`config.mk`:
```
export PLATFORM = sky130hd
export DESIGN_NAME = gpio_route_xbar
export DESIGN_NICKNAME = d
export VERILOG_FILES = /design/src/rtl/gpx_pkg.sv /design/src/rtl/gpx_regs.sv /design/src/rtl/gpx_out_route.sv /design/src/rtl/gpx_in_route.sv /design/src/rtl/gpio_route_xbar.sv
export SDC_FILE = /design/constraint.sdc
export NUM_CORES = 1
export LEC_CHECK = 0
export ABC_CLOCK_PERIOD_IN_PS = 2600
export BUFFER_PORTS_ARGS = -buffer_cell sky130_fd_sc_hd__buf_2
export CAP_MARGIN = 0
export CORE_MARGIN = 8
export CORE_UTILIZATION = 40
export CTS_BUF_LIST = sky130_fd_sc_hd__clkbuf_8
export DETAILED_ROUTE_END_ITERATION = 8
export GPL_TIMING_DRIVEN = 1
export SLEW_MARGIN = 20
export SYNTH_ARGS = -nofsm -noshare
export SYNTH_HDL_FRONTEND = slang
export SYNTH_HIERARCHICAL = 1
export SYNTH_SLANG_ARGS = --single-unit
```
`constraint.sdc`:
```
create_clock -name clk -period 2.6 [get_ports clk]
set_input_delay 0 -clock clk [delete_from_list [all_inputs] [get_ports clk]]
set_output_delay 0 -clock clk [all_outputs]
set_load 0.005 [all_outputs]
```
`src/rtl/gpx_pkg.sv`:
```
// Package: shared codes and region encoding for the GPIO routing crossbar.
// Assumes: selector lanes are 8 bits wide, packed four per 32-bit word.
package gpx_pkg;
    // Output-source codes
    localparam int SRC_LOW  = 0;
    localparam int SRC_HIGH = 1;
    localparam int SRC_BASE = 2;
    // Output-enable codes
    localparam int OE_DRIVE = 0;
    localparam int OE_FLOAT = 1;
    localparam int OE_BASE  = 2;
    // Input-select codes: pad P is selected by P + PAD_BASE
    localparam int PAD_BASE = 2;
    localparam int LANE_W   = 8;
    localparam int LANES    = 4;

    typedef enum logic [1:0] {
        REG_OUT  = 2'd0,
        REG_OE   = 2'd1,
        REG_IN   = 2'd2,
        REG_STAT = 2'd3
    } region_e;
endpackage

```
`src/rtl/gpx_regs.sv`:
```
// Module: selector register file with byte-strobed writes and combinational readback.
// Assumes: bus inputs are known whenever rst_n is high; NUM_PADS and NUM_PERIPH_IN
// fit the word index range of one region.
module gpx_regs
    import gpx_pkg::*;
#(
    parameter int NUM_PADS      = 16,
    parameter int NUM_PERIPH_IN = 8,
    parameter int OE_BITS       = 6,
    parameter int ADDR_W        = 8
) (
    input  logic                           clk,
    input  logic                           rst_n,
    input  logic [ADDR_W-1:0]              bus_addr,
    input  logic                           bus_we,
    input  logic [3:0]                     bus_be,
    input  logic [31:0]                    bus_wdata,
    output logic [31:0]                    bus_rdata,
    input  logic [NUM_PADS-1:0]            pad_in,
    output logic [NUM_PADS*LANE_W-1:0]     out_sel_flat,
    output logic [NUM_PADS*OE_BITS-1:0]    oe_sel_flat,
    output logic [NUM_PERIPH_IN*LANE_W-1:0] in_sel_flat
);
    localparam int WIDX_W     = ADDR_W - 4;
    localparam int OUT_WORDS  = (NUM_PADS + LANES - 1) / LANES;
    localparam int IN_WORDS   = (NUM_PERIPH_IN + LANES - 1) / LANES;
    localparam int STAT_WORDS = (NUM_PADS + 31) / 32;

    // Mask of lane bits above the stored enable code, used by the readback check.
    function automatic logic [31:0] oe_upper_mask();
        logic [31:0] m;
        m = '0;
        for (int l = 0; l < LANES; l++) begin
            for (int b = OE_BITS; b < LANE_W; b++) begin
                m[l*LANE_W + b] = 1'b1;
            end
        end
        return m;
    endfunction
    localparam logic [31:0] OE_UPPER = oe_upper_mask();

    region_e           region;
    logic [WIDX_W-1:0] widx;
    logic              aligned;
    logic              wr_out;
    logic              wr_oe;
    logic              wr_in;

    logic [LANE_W-1:0]  out_sel [NUM_PADS];
    logic [OE_BITS-1:0] oe_sel  [NUM_PADS];
    logic [LANE_W-1:0]  in_sel  [NUM_PERIPH_IN];

    // Split the address into region, word index and alignment flag.
    always_comb begin
        region  = region_e'(bus_addr[ADDR_W-1 -: 2]);
        widx    = bus_addr[ADDR_W-3:2];
        aligned = (bus_addr[1:0] == 2'b00);
        wr_out  = bus_we && aligned && (region == REG_OUT);
        wr_oe   = bus_we && aligned && (region == REG_OE);
        wr_in   = bus_we && aligned && (region == REG_IN);
    end

    for (genvar p = 0; p < NUM_PADS; p++) begin : g_pad
        localparam int LN = p % LANES;
        localparam logic [WIDX_W-1:0] WD = WIDX_W'(p / LANES);

        // Hold the output-source selector of one pad.
        always_ff @(posedge clk) begin
            if (!rst_n) begin
                out_sel[p] <= LANE_W'(SRC_LOW);
            end else if (wr_out && (widx == WD) && bus_be[LN]) begin
                out_sel[p] <= bus_wdata[LN*LANE_W +: LANE_W];
            end
        end

        // Hold the output-enable selector of one pad, low bits only.
        always_ff @(posedge clk) begin
            if (!rst_n) begin
                oe_sel[p] <= OE_BITS'(OE_FLOAT);
            end else if (wr_oe && (widx == WD) && bus_be[LN]) begin
                oe_sel[p] <= bus_wdata[LN*LANE_W +: OE_BITS];
            end
        end

        assign out_sel_flat[p*LANE_W +: LANE_W]  = out_sel[p];
        assign oe_sel_flat[p*OE_BITS +: OE_BITS] = oe_sel[p];
    end

    for (genvar i = 0; i < NUM_PERIPH_IN; i++) begin : g_in
        localparam int LN = i % LANES;
        localparam logic [WIDX_W-1:0] WD = WIDX_W'(i / LANES);

        // Hold the pad selector of one peripheral input.
        always_ff @(posedge clk) begin
            if (!rst_n) begin
                in_sel[i] <= '0;
            end else if (wr_in && (widx == WD) && bus_be[LN]) begin
                in_sel[i] <= bus_wdata[LN*LANE_W +: LANE_W];
            end
        end

        assign in_sel_flat[i*LANE_W +: LANE_W] = in_sel[i];
    end

    // Select the read word; missing words and odd addresses return zero.
    always_comb begin
        bus_rdata = '0;
        if (aligned) begin
            unique case (region)
                REG_OUT: begin
                    for (int p = 0; p < NUM_PADS; p++) begin
                        if (widx == WIDX_W'(p / LANES)) begin
                            bus_rdata[(p % LANES)*LANE_W +: LANE_W] = out_sel[p];
                        end
                    end
                end
                REG_OE: begin
                    for (int p = 0; p < NUM_PADS; p++) begin
                        if (widx == WIDX_W'(p / LANES)) begin
                            bus_rdata[(p % LANES)*LANE_W +: OE_BITS] = oe_sel[p];
                        end
                    end
                end
                REG_IN: begin
                    for (int i = 0; i < NUM_PERIPH_IN; i++) begin
                        if (widx == WIDX_W'(i / LANES)) begin
                            bus_rdata[(i % LANES)*LANE_W +: LANE_W] = in_sel[i];
                        end
                    end
                end
                REG_STAT: begin
                    for (int p = 0; p < NUM_PADS; p++) begin
                        if (widx == WIDX_W'(p / 32)) begin
                            bus_rdata[p % 32] = pad_in[p];
                        end
                    end
                end
                default: bus_rdata = '0;
            endcase
        end
    end


    be_zero_hold_chk: assert property (@(posedge clk) disable iff (!rst_n)
        (bus_we && bus_be == 4'b0000) |=>
            ($stable(out_sel_flat) && $stable(oe_sel_flat) && $stable(in_sel_flat)));


    stat_write_hold_chk: assert property (@(posedge clk) disable iff (!rst_n)
        (bus_we && region == REG_STAT) |=>
            ($stable(out_sel_flat) && $stable(oe_sel_flat) && $stable(in_sel_flat)));


    odd_addr_zero_chk: assert property (@(posedge clk) disable iff (!rst_n)
        (bus_addr[1:0] != 2'b00) |-> (bus_rdata == 32'h0));


    oe_upper_zero_chk: assert property (@(posedge clk) disable iff (!rst_n)
        (region == REG_OE) |-> ((bus_rdata & OE_UPPER) == 32'h0));


    out_gap_zero_chk: assert property (@(posedge clk) disable iff (!rst_n)
        (region == REG_OUT && int'(widx) >= OUT_WORDS) |-> (bus_rdata == 32'h0));


    in_gap_zero_chk: assert property (@(posedge clk) disable iff (!rst_n)
        (region == REG_IN && int'(widx) >= IN_WORDS) |-> (bus_rdata == 32'h0));


    stat_gap_zero_chk: assert property (@(posedge clk) disable iff (!rst_n)
        (region == REG_STAT && int'(widx) >= STAT_WORDS) |-> (bus_rdata == 32'h0));
endmodule

```
`src/rtl/gpx_out_route.sv`:
```
// Module: per-pad output-value and output-enable source multiplexers.
// Assumes: NUM_PERIPH_OE + OE_BASE fits in OE_BITS; peripheral enables are active low.
module gpx_out_route
    import gpx_pkg::*;
#(
    parameter int NUM_PADS       = 16,
    parameter int NUM_PERIPH_OUT = 8,
    parameter int NUM_PERIPH_OE  = 8,
    parameter int OE_BITS        = 6
) (
    input  logic                        clk,
    input  logic                        rst_n,
    input  logic [NUM_PADS*LANE_W-1:0]  out_sel_flat,
    input  logic [NUM_PADS*OE_BITS-1:0] oe_sel_flat,
    input  logic [NUM_PERIPH_OUT-1:0]   periph_out,
    input  logic [NUM_PERIPH_OE-1:0]    periph_oen,
    output logic [NUM_PADS-1:0]         pad_out,
    output logic [NUM_PADS-1:0]         pad_oe
);
    for (genvar p = 0; p < NUM_PADS; p++) begin : g_pad
        logic [LANE_W-1:0]  ocode;
        logic [OE_BITS-1:0] ecode;

        assign ocode = out_sel_flat[p*LANE_W +: LANE_W];
        assign ecode = oe_sel_flat[p*OE_BITS +: OE_BITS];

        // Pick the pad output level from constants or a peripheral output.
        always_comb begin
            pad_out[p] = 1'b0;
            if (ocode == LANE_W'(SRC_HIGH)) begin
                pad_out[p] = 1'b1;
            end
            for (int k = 0; k < NUM_PERIPH_OUT; k++) begin
                if (ocode == LANE_W'(k + SRC_BASE)) begin
                    pad_out[p] = periph_out[k];
                end
            end
        end

        // Pick the pad drive enable from constants or an active-low peripheral enable.
        always_comb begin
            pad_oe[p] = 1'b0;
            if (ecode == OE_BITS'(OE_DRIVE)) begin
                pad_oe[p] = 1'b1;
            end
            for (int k = 0; k < NUM_PERIPH_OE; k++) begin
                if (ecode == OE_BITS'(k + OE_BASE)) begin
                    pad_oe[p] = !periph_oen[k];
                end
            end
        end


        float_code_chk: assert property (@(posedge clk) disable iff (!rst_n)
            (ecode == OE_BITS'(OE_FLOAT)) |-> !pad_oe[p]);


        low_code_chk: assert property (@(posedge clk) disable iff (!rst_n)
            (ocode == LANE_W'(SRC_LOW)) |-> !pad_out[p]);


        past_range_chk: assert property (@(posedge clk) disable iff (!rst_n)
            (int'(ocode) >= NUM_PERIPH_OUT + SRC_BASE) |-> !pad_out[p]);
    end
endmodule

```
`src/rtl/gpx_in_route.sv`:
```
// Module: per-peripheral-input pad selector.
// Assumes: NUM_PADS + PAD_BASE fits in an 8-bit lane.
module gpx_in_route
    import gpx_pkg::*;
#(
    parameter int NUM_PADS      = 16,
    parameter int NUM_PERIPH_IN = 8
) (
    input  logic                            clk,
    input  logic                            rst_n,
    input  logic [NUM_PERIPH_IN*LANE_W-1:0] in_sel_flat,
    input  logic [NUM_PADS-1:0]             pad_in,
    output logic [NUM_PERIPH_IN-1:0]        periph_in
);
    for (genvar i = 0; i < NUM_PERIPH_IN; i++) begin : g_in
        logic [LANE_W-1:0] sel;

        assign sel = in_sel_flat[i*LANE_W +: LANE_W];

        // Feed one peripheral input from a constant or the chosen pad.
        always_comb begin
            periph_in[i] = 1'b0;
            if (sel == LANE_W'(1)) begin
                periph_in[i] = 1'b1;
            end
            for (int p = 0; p < NUM_PADS; p++) begin
                if (sel == LANE_W'(p + PAD_BASE)) begin
                    periph_in[i] = pad_in[p];
                end
            end
        end


        const_high_chk: assert property (@(posedge clk) disable iff (!rst_n)
            (sel == LANE_W'(1)) |-> periph_in[i]);


        beyond_pad_chk: assert property (@(posedge clk) disable iff (!rst_n)
            (int'(sel) >= NUM_PADS + PAD_BASE) |-> !periph_in[i]);
    end
endmodule

```
`src/rtl/gpio_route_xbar.sv`:
```
// Module: top of the GPIO routing crossbar; joins the selector registers to the
// output and input routing networks.
// Assumes: synchronous active-low reset held across at least one clock edge.
module gpio_route_xbar
    import gpx_pkg::*;
#(
    parameter int NUM_PADS       = 16,
    parameter int NUM_PERIPH_OUT = 8,
    parameter int NUM_PERIPH_OE  = 8,
    parameter int NUM_PERIPH_IN  = 8,
    parameter int OE_BITS        = 6,
    parameter int ADDR_W         = 8
) (
    input  logic                      clk,
    input  logic                      rst_n,
    input  logic [ADDR_W-1:0]         bus_addr,
    input  logic                      bus_we,
    input  logic [3:0]                bus_be,
    input  logic [31:0]               bus_wdata,
    output logic [31:0]               bus_rdata,
    input  logic [NUM_PADS-1:0]       pad_in,
    output logic [NUM_PADS-1:0]       pad_out,
    output logic [NUM_PADS-1:0]       pad_oe,
    input  logic [NUM_PERIPH_OUT-1:0] periph_out,
    input  logic [NUM_PERIPH_OE-1:0]  periph_oen,
    output logic [NUM_PERIPH_IN-1:0]  periph_in
);
    logic [NUM_PADS*LANE_W-1:0]      out_sel_flat;
    logic [NUM_PADS*OE_BITS-1:0]     oe_sel_flat;
    logic [NUM_PERIPH_IN*LANE_W-1:0] in_sel_flat;

    gpx_regs #(
        .NUM_PADS      (NUM_PADS),
        .NUM_PERIPH_IN (NUM_PERIPH_IN),
        .OE_BITS       (OE_BITS),
        .ADDR_W        (ADDR_W)
    ) u_regs (
        .clk          (clk),
        .rst_n        (rst_n),
        .bus_addr     (bus_addr),
        .bus_we       (bus_we),
        .bus_be       (bus_be),
        .bus_wdata    (bus_wdata),
        .bus_rdata    (bus_rdata),
        .pad_in       (pad_in),
        .out_sel_flat (out_sel_flat),
        .oe_sel_flat  (oe_sel_flat),
        .in_sel_flat  (in_sel_flat)
    );

    gpx_out_route #(
        .NUM_PADS       (NUM_PADS),
        .NUM_PERIPH_OUT (NUM_PERIPH_OUT),
        .NUM_PERIPH_OE  (NUM_PERIPH_OE),
        .OE_BITS        (OE_BITS)
    ) u_out (
        .clk          (clk),
        .rst_n        (rst_n),
        .out_sel_flat (out_sel_flat),
        .oe_sel_flat  (oe_sel_flat),
        .periph_out   (periph_out),
        .periph_oen   (periph_oen),
        .pad_out      (pad_out),
        .pad_oe       (pad_oe)
    );

    gpx_in_route #(
        .NUM_PADS      (NUM_PADS),
        .NUM_PERIPH_IN (NUM_PERIPH_IN)
    ) u_in (
        .clk         (clk),
        .rst_n       (rst_n),
        .in_sel_flat (in_sel_flat),
        .pad_in      (pad_in),
        .periph_in   (periph_in)
    );


    reset_float_chk: assert property (@(posedge clk)
        !rst_n |=> (pad_oe == '0 && pad_out == '0 && periph_in == '0));
endmodule

```
==> metrics.md, run 1 <==
| Metric | Value |
|---|---|
| Status | `finished, violations left` |
| Violated checks | `negative setup slack` |
| Fin. max-slew vios | `0` |
| Area of the multi-input gates | `9460 um^2` |
| Clock share of power | `33.3%` |
| Overflow after GRT | `0` |
| Worst slew pin tran | `0.654 ns` |
| Global-route wire length before repair | `102000 um` |
| Sw Ratio | `28.7%` |
| Syn. warnings | `6` |
| P&R area growth vs syn | `15.0%` |
| Share of layout cells above drive strength 1 | `21.7%` |
| MaxCap Viol Count | `0` |
| Core area | `46500 um^2` |
| Fin area | `21700 um^2` |
| Synth top cells by count | `edfxtp_1, and2_1, nor2_1` |
| Placer Congestion | `1.00` |
| Initial antenna violation count | `2` |
| Netlist cell types | `86` |
| DRC viols | `0` |
| Hold Path Origin | `rst_n` |
| Worst hold path class | `in -> reg` |
| Final count of negative-setup-slack endpoints | `1` |
| CP Launch Point | `u_regs/in_sel[0][25]` |
| Drt wl/cell | `26.3 um` |
| Vias | `16.8k` |
| Die area | `54300 um^2` |
| Routed wire length | `69900 um` |
| Max VDD drop | `0.000293 V` |
| Psw | `3.10 mW` |
| CTS Buf Count | `48` |
| CTS Buffer Depth | `3` |
| Post-synth EDFFs | `288` |
| Synth Area per Inst | `10.4 um^2` |
| Final core utilization | `46.6%` |
| Leak | `7.93 nW` |
| #FFs+latches synth | `288` |
| Comb pwr share | `14.2%` |
| TritonRoute pass-1 iters | `6` |
| Slew headroom | `56.0%` |
| CP max FO | `4` |
| Worst hold path endpoint | `u_regs/oe_sel[1][42]` |
| Sequential share of power | `52.4%` |
| Gr usage total | `24.9%` |
| Non-filler cells, final | `2659` |
| Starting Density | `40.5%` |
| Yosys top cell by area | `edfxtp_1` |
| CP required | `2.60 ns` |
| Fin worst setup slack | `-0.00933 ns` |
| Synthesized area | `18800 um^2` |
| Endpoint class of the critical path | `primary output` |
| Count leader, synth | `edfxtp_1` |
| Hold Fails Final Rpt | `0` |
| Largest net degree at the start of global routing | `79` |
| Synth top area cells | `edfxtp_1, and2_1, mux2i_1` |
| Post-DRT Antenna Nets | `0` |
| Synth Instances | `1810` |
| Root buffer cell | `clkbuf_8` |
| Reg area | `8650 um^2` |
| Total negative slack | `-0.00933 ns` |
| CTS H-tree lvls | `2` |
| I/O pin cnt | `151` |
| P per Cell Area | `499 nW/um^2` |
| Fmax | `383 MHz` |
| CTS tree | `done` |
| Clk sink count | `288` |
| DP Area | `20400 um^2` |
| Worst path arrival time | `2.61 ns` |
| Cell-internal power | `7.70 mW` |
| Hold Crit Depth | `3` |
| Vias/cell | `6.32` |
| Final min period | `2.61 ns` |
| DR iter-0 viols | `2163` |
| Placed Cells incl. Taps | `2539` |
| Post-synth top area share | `45.9%` |
| Worst setup path class | `reg -> out` |
| Nets | `2098` |
| Fill cell count | `4411` |
| Vias in the first global route | `15.8k` |
| Primary FF master, synth | `edfxtp_1` |
| Dpl hpwl | `51500 um` |
| Startpoint type of the worst setup path | `register` |
| Port buffer count | `150` |
| Ys async rst share | `0%` |
| Register area share after synthesis | `45.9%` |
| RSZ-0062 raised after global routing | `true` |
| Syn Nets | `1889` |
| Reg clk slew, reported paths | `0.06 ns` |
| Final period util | `100%` |
| Chip Width | `233 um` |
| Die height | `233 um` |
| Rows | `79` |
[state kept, by name (all words and copies together) (netlist names)]
signal / cells
u_regs/in_sel: 64
u_regs/oe_sel: 96
u_regs/out_sel: 128
[layout make-up]
type	instances	area share, %
diodes	1	0.0116
clock buffers	49	3.11
clock inverters	33	0.699
inverters	63	1.09
multi-input cells	1353	43.7
flip-flops and latches	288	39.9
well taps	607	3.51
repair buffers	265	7.96
[power groups by stage]
stage	sequential, mW	combinational (mW)	clock [mW]
after CTS	5.65	1.50	3.68
after detailed placement	5.75	1.45	0
after global placement	5.74	1.43	0
after floorplan	5.61	0.882	0
final	5.66	1.54	3.60
after global routing	5.70	1.62	3.86
[worst max-delay path by stage]
stage	end	slack, ns	cells after the start
after floorplan	u_regs/out_sel[1][0]	0.57	5
after global placement	u_regs/out_sel[1][49]	0.48	5
after detailed placement	periph_in[3]	0.44	6
after CTS	periph_in[3]	-0.04	6
after global routing	periph_in[3]	-0.18	6
final	periph_in[3]	-0.009	6
[cell families (layout without fill, tap and decap cells)]
| logic type | Yosys count | in the layout | share of synthesized area (%) |
|---|---|---|---|
| compound gates | 474 | 474 | 17.8 |
| simple gates | 727 | 727 | 23.1 |
| mux | 152 | 152 | 9.10 |
| flops | 288 | 288 | 45.9 |
| other cells | 0 | 1 | 0 |
| buf+inv | 169 | 410 | 3.99 |
[cells in the final DEF, fill, tap and decap left out, types with 18 or more instances in the layout]
cell type        n
nor4_1          22
nor3_1          35
a221oi_1        43
clkbuf_8        49
edfxtp_1       288
buf_2          149
nor4b_1         18
or3_1           33
o21ai_0         88
a211oi_1        38
inv_1           68
buf_4           78
and2_1         273
mux2_2          63
dlygate4sd3_1   36
nand2_1         87
mux2i_1         80
o22ai_1         28
a21oi_1         95
nor2_1         105
[layer usage]
layer  vias to the layer above  wire [um]  share of wire, %  GRT usage, %
met4                         2       2780               4.0          9.21
met3                       201       7300                10          4.32
met2                      1052      30500                44          38.3
met1                      8192      29300                42          34.8
met5                         -         13             0.019             0
li1                       7368          -                 -             -
[through the flow]
stage	hold WS [ns]	worst slack, ns	power, mW
6_report	0.138	-0.00933	10.8
5_1_grt	0.132	-0.180	11.2
4_1_cts	0.0766	-0.0404	10.8
3_5_place_dp	0.413	0.437	7.19
3_3_place_gp	0.407	0.485	7.17
2_1_floorplan	0.169	0.567	6.49
[repair_timing]
| item | 4_1_cts | 5_1_grt |
|---|---|---|
| hold endpoints to repair | 288 | 0 |
| pin swaps | 1 | 0 |
| gates resized for setup | 1 | 4 |
| setup buffers | 1 | 0 |
| endpoints found under the setup margin | 1 | 4 |
| hold buffers | 36 | 0 |
[worst max-delay path: stages, from the launching register on]
cell and delay [ns]:
edfxtp_1 0.38, or4b_4 0.56, nor4_4 0.24, a21oi_1 0.12
o21a_1 0.20, a222oi_1 0.36, buf_2 0.18
Note: power is estimated with default switching activity, not from simulation.
==> run 2, diff against run 1 <==
CORE_UTILIZATION = 42   (was 40)
==> run 2 against run 1 <==
Net effect: the run now ends clean; setup slack improved by 0.032 ns; sequential power barely moved; flip-flop and latch count unchanged.
==> metrics.md, run 2 (synthesis gave the netlist of run 1 again) <==
| Metric | Value |
|---|---|
| Status | `complete, no violations` |
| CTS H-tree lvls | `2 (unchanged)` |
| P per Cell Area | `521 nW/um^2 (+4.4%)` |
| Fin worst setup slack | `0.0222 ns (+0.0315 ns)` |
| Vias in the first global route | `15.5k (-1.5%)` |
| Rows | `77 (-2.5%)` |
| Vias/cell | `6.30 (-0.38%)` |
| Worst setup path class | `reg -> out` |
| I/O pin cnt | `151 (unchanged)` |
| Most frequent cells in the layout | `edfxtp_1, and2_1, buf_2` |
| Gr usage total | `26.2% (+1.3 points)` |
| Clk sink count | `288 (unchanged)` |
| Largest net degree at the start of global routing | `65 (-18%)` |
| Final core utilization | `49.3% (+2.7 points)` |
| CTS Buffer Depth | `3 (unchanged)` |
| RSZ-0062 raised after global routing | `true` |
| Root buffer cell | `clkbuf_8` |
| Share of layout cells above drive strength 1 | `21.4% (-0.25 points)` |
| Initial antenna violation count | `4 (+2)` |
| Final period util | `99.1% (-1.2 points)` |
| Placement Setup Slack | `0.363 ns (-0.0740 ns)` |
| Nets | `2099 (+0.048%)` |
| CTS tree | `done` |
| Worst hold path class | `in -> reg` |
| Die area | `51800 um^2 (-4.4%)` |
| DRC viols | `0 (unchanged)` |
| Leak | `8.03 nW (+1.3%)` |
| Endpoint class of the critical path | `primary output` |
| Total negative slack | `0 ns (+0.00933 ns)` |
| Worst path arrival time | `2.58 ns (-0.03 ns)` |
| Vias | `16.7k (-0.45%)` |
| Hold slack | `0.112 ns (-0.0266 ns)` |
| MaxCap Viol Count | `0 (unchanged)` |
| Die height | `228 um (-2.2%)` |
| Fin. max-slew vios | `0 (unchanged)` |
| CP max FO | `4 (unchanged)` |
| Drt wl/cell | `26.5 um (+0.68%)` |
| Largest regs | `u_regs/out_sel: 128 flops, u_regs/oe_sel: 96 flops, u_regs/in_sel: 64 flops` |
| Chip Width | `228 um (-2.2%)` |
| Fin area | `21800 um^2 (+0.72%)` |
| Commonest non-fill, non-tap cell in the layout | `edfxtp_1` |
| Biggest register | `u_regs/out_sel` |
| TritonRoute pass-1 iters | `7 (+1)` |
| Non-filler cells, final | `2657 (-0.075%)` |
| Overflow after GRT | `0 (unchanged)` |
| DR iter-0 viols | `2257 (+4.3%)` |
| Worst slew pin tran | `1.06 ns (+0.403 ns)` |
| Core area | `44200 um^2 (-4.8%)` |
| Max VDD drop | `0.000429 V (+46%)` |
| Largest register FFs | `128 (unchanged)` |
| Placed Cells incl. Taps | `2521 (-0.71%)` |
| Global-route wire length before repair | `101000 um (-1.2%)` |
| Hold Fails Final Rpt | `0 (unchanged)` |
| Port buffer count | `150 (unchanged)` |
| Startpoint type of the worst setup path | `register` |
| Final count of negative-setup-slack endpoints | `0 (-1)` |
| CP required | `2.60 ns (about the same)` |
| Placer Congestion | `0.968 (-3.2%)` |
| DP Area | `20400 um^2 (about the same)` |
| Total power | `11.4 mW (+5.1%)` |
| Slew headroom | `28.7% (-27 points)` |
| Final min period | `2.58 ns (-0.0315 ns)` |
| CTS Buf Count | `50 (+4.2%)` |
| Fmax | `388 MHz (+1.2%)` |
| Reg clk slew, reported paths | `0.06 ns (about the same)` |
| Post-DRT Antenna Nets | `0 (unchanged)` |
| Starting Density | `42.6% (+2.0 points)` |
| Dpl hpwl | `50900 um (-1.2%)` |
| P&R area growth vs syn | `15.9%` |
| Routed wire length | `70400 um (+0.61%)` |
-- run 2: cell count changes in the layout (fill, tap and decap cells not counted), moves of 2 or more --
cell	change
inv_1	+9
clkinv_2	-5
buf_4	-4
bufinv_16	+4
diode_2	+3
buf_12	+2
clkbuf_8	+2
clkinv_1	+2
-- run 2: layer usage --
layer	global-route usage, %	part of all wire [%]	up-vias
met3	4.86	11	162
met1	36.6	42	8118
met2	40.0	44	1068
met5	0	0.026	-
met4	10.1	3.2	4
li1	-	-	7387
-- run 2: critical path, cell delays in order, from the launching register on --
cell      delay, ns
edfxtp_1       0.38
or4b_4         0.56
nor4_4         0.23
a21oi_1        0.12
o21a_1         0.21
a222oi_1       0.31
buf_2          0.17
-- run 2: final cells by class --
cell class              count  area, um^2
diodes                      4        10.0
clock buffers              51         702
clock inverters            42         277
fillers                  4038       22400
inverters                  63         236
multi-input cells        1353        9450
flip-flops and latches    288        8650
well taps                 592         741
repair buffers            264        1740
-- run 2: what timing repair did --
item                                   CTS  global route
resized for setup                        1             3
buffers inserted                         2             0
hold buffers                            37             0
endpoints found under the hold margin  289             0
setup endpoints to repair                1             4
-- run 2: power by group --
| group | switching (mW) | internal (mW) |
|---|---|---|
| logic | 0.941 | 0.597 |
| clock network | 1.93 | 2.22 |
| registers | 0.319 | 5.35 |
-- run 2: worst paths after layout --
path,from,end,cells past startpoint
setup / recovery,u_regs/in_sel[0][25],periph_in[3],6
hold / removal,bus_we,u_regs/out_sel[0][46],3
==> run 3, diff against run 2 <==
ABC_CLOCK_PERIOD_IN_PS = not set   (was 2600)
CORE_ASPECT_RATIO = 0.75   (was not set)
==> run 3 against run 2 <==
Net effect: routed wire length grew 1.6%; sequential power is essentially flat; maximum frequency grew 0.14%; critical path type unchanged.
==> metrics.md, run 3 (synthesis gave the netlist of run 1 again) <==
| Metric | Value |
|---|---|
| Status | `complete, no violations` |
| Cell Chain, Critical Path | `or4b_4 -> nor4_4 -> a21oi_1 -> o21a_1 -> a222oi_1 -> buf_2` |
| Most frequent cells in the layout | `edfxtp_1, and2_1, buf_2` |
| P per Cell Area | `514 nW/um^2 (-1.3%)` |
| CTS Buf Count | `50 (unchanged)` |
| Worst hold path endpoint | `u_regs/oe_sel[1][36]` |
| CP required | `2.60 ns (about the same)` |
| RSZ-0062 raised after global routing | `true` |
| Slew headroom | `27.7% (-1.1 points)` |
| Commonest non-fill, non-tap cell in the layout | `edfxtp_1` |
| Reg clk slew, reported paths | `0.06 ns (about the same)` |
| Leak | `7.96 nW (-0.92%)` |
| Fmax | `388 MHz (+0.14%)` |
| Overflow after GRT | `0 (unchanged)` |
| Largest regs | `u_regs/out_sel: 128 flops, u_regs/oe_sel: 96 flops, u_regs/in_sel: 64 flops` |
| Core area | `44400 um^2 (+0.47%)` |
| Area of the multi-input gates | `9460 um^2 (+0.13%)` |
| P&R area growth vs syn | `15.1%` |
| Final period util | `99.0% (-0.14 points)` |
| CTS tree | `done` |
| Vias/cell | `6.37 (+1.1%)` |
| Startpoint type of the worst setup path | `register` |
| CP top delay family | `simple AND/OR/NAND/NOR gates` |
| Total power | `11.1 mW (-2.0%)` |
| Nets | `2092 (-0.33%)` |
| Hold Crit Depth | `3 (unchanged)` |
| Endpoint class of the critical path | `primary output` |
| Final count of negative-setup-slack endpoints | `0 (unchanged)` |
| Largest register FFs | `128 (unchanged)` |
| Initial antenna violation count | `1 (-3)` |
| Non-filler cells, final | `2641 (-0.60%)` |
| Reg area | `8650 um^2 (unchanged)` |
| Biggest register | `u_regs/out_sel` |
| Drt wl/cell | `27.1 um (+2.2%)` |
| Rows | `67 (-13%)` |
| Crit-path max cell delay | `0.51 ns (-0.05 ns)` |
| TritonRoute pass-1 iters | `6 (-1)` |
| CTS Buffer Depth | `3 (unchanged)` |
| Worst path arrival time | `2.57 ns (about the same)` |
| Dpl hpwl | `52100 um (+2.3%)` |
| CP max stage cell | `or4b_4` |
| I/O pin cnt | `151 (unchanged)` |
| Share of layout cells above drive strength 1 | `21.3% (-0.12 points)` |
| Largest net degree at the start of global routing | `51 (-22%)` |
| Die height | `199 um (-12%)` |
| Final min period | `2.57 ns (-0.00370 ns)` |
| Vias | `16.8k (+0.47%)` |
| DRC viols | `0 (unchanged)` |
| Gr usage total | `26.6% (+0.39 points)` |
| Clk sink count | `288 (unchanged)` |
| Root buffer cell | `clkbuf_8` |
| Worst slew pin tran | `1.07 ns (+0.0158 ns)` |
| Starting Density | `42.4% (-0.20 points)` |
| Die area | `51900 um^2 (+0.14%)` |
| Port buffer count | `150 (unchanged)` |
| Chip Width | `260 um (+14%)` |
| WP buf/inv | `1 (unchanged)` |
| Routed wire length | `71500 um (+1.6%)` |
| Global-route wire length before repair | `103000 um (+2.6%)` |
| Fill cell count | `4100 (+1.5%)` |
| Vias in the first global route | `15.5k (-0.17%)` |
| Worst setup path class | `reg -> out` |
| CP max FO | `3 (-1)` |
| Placed Cells incl. Taps | `2509 (-0.48%)` |
| MaxCap Viol Count | `0 (unchanged)` |
| Hold Path Origin | `rst_n` |
| Fin. max-slew vios | `0 (unchanged)` |
| Worst hold path class | `in -> reg` |
| Placer Congestion | `0.991 (+2.4%)` |
| DR iter-0 viols | `2516 (+11%)` |
| Hold Fails Final Rpt | `0 (unchanged)` |
| CTS H-tree lvls | `2 (unchanged)` |
| Post-DRT Antenna Nets | `0 (unchanged)` |
| Max VDD drop | `0.000373 V (-13%)` |
[run 3: metal layers]
layer / track usage (%) / vias to the layer above / wire [um]
li1: - / 7355 / -
met5: 0 / - / 0
met2: 38.5 / 1099 / 29600
met1: 38.9 / 8189 / 31000
met4: 8.84 / 0 / 2330
met3: 5.77 / 175 / 8550
[run 3: report_power, final]
part,internal (mW),switching [mW]
Sequential,5.35,0.333
Clock,1.94,1.97
Combinational,0.585,0.951
Total,7.87,3.26
[run 3: stage by stage]
stage	setup slack, ns	setup TNS (ns)	utilization (%)	area, um^2	hold slack (ns)
after global placement	0.481	0	45.8	20300	0.427
after detailed placement	0.467	0	45.8	20300	0.427
after global routing	-0.102	-0.102	48.7	21700	0.103
after CTS	-0.0871	-0.0871	48.7	21600	0.0410
final	0.0259	0	48.7	21700	0.105
after floorplan	0.567	0	-	18800	0.169
[run 3: final cells by class]
cell class	instances	area share (%)
clock inverter	42	0.976
timing repair buffer	257	7.68
clock buffer	51	3.24
sequential	288	39.9
inverter	63	1.09
antenna	1	0.0116
tap	586	3.39
multi-input combinational	1353	43.7
[run 3: what timing repair did]
item,in CTS,in global routing
pin swaps,5,1
hold buffers,36,0
endpoints found under the hold margin,288,0
setup endpoints to repair,1,3
resized for setup,1,4
buffers inserted,2,0
[run 3: worst max-delay path by stage]
stage                                       end  cells after the start            startpoint  slack (ns)
final                              periph_in[3]                      6  u_regs/in_sel[0][28]        0.03
after global routing               periph_in[3]                      6  u_regs/in_sel[0][27]       -0.10
after CTS                          periph_in[3]                      6  u_regs/in_sel[0][27]       -0.09
after detailed placement           periph_in[3]                      6  u_regs/in_sel[0][26]        0.47
after global placement    u_regs/out_sel[0][38]                      7           bus_addr[3]        0.48
after floorplan            u_regs/out_sel[1][0]                      5           bus_addr[2]        0.57
[run 3: tightest hold or removal path, delay by kind of cell]
| family | cells | cell delay, ns |
|---|---|---|
| AOI/OAI and AO/OA | 1 | 0.15 |
| buffers and inverters | 2 | 0.43 |
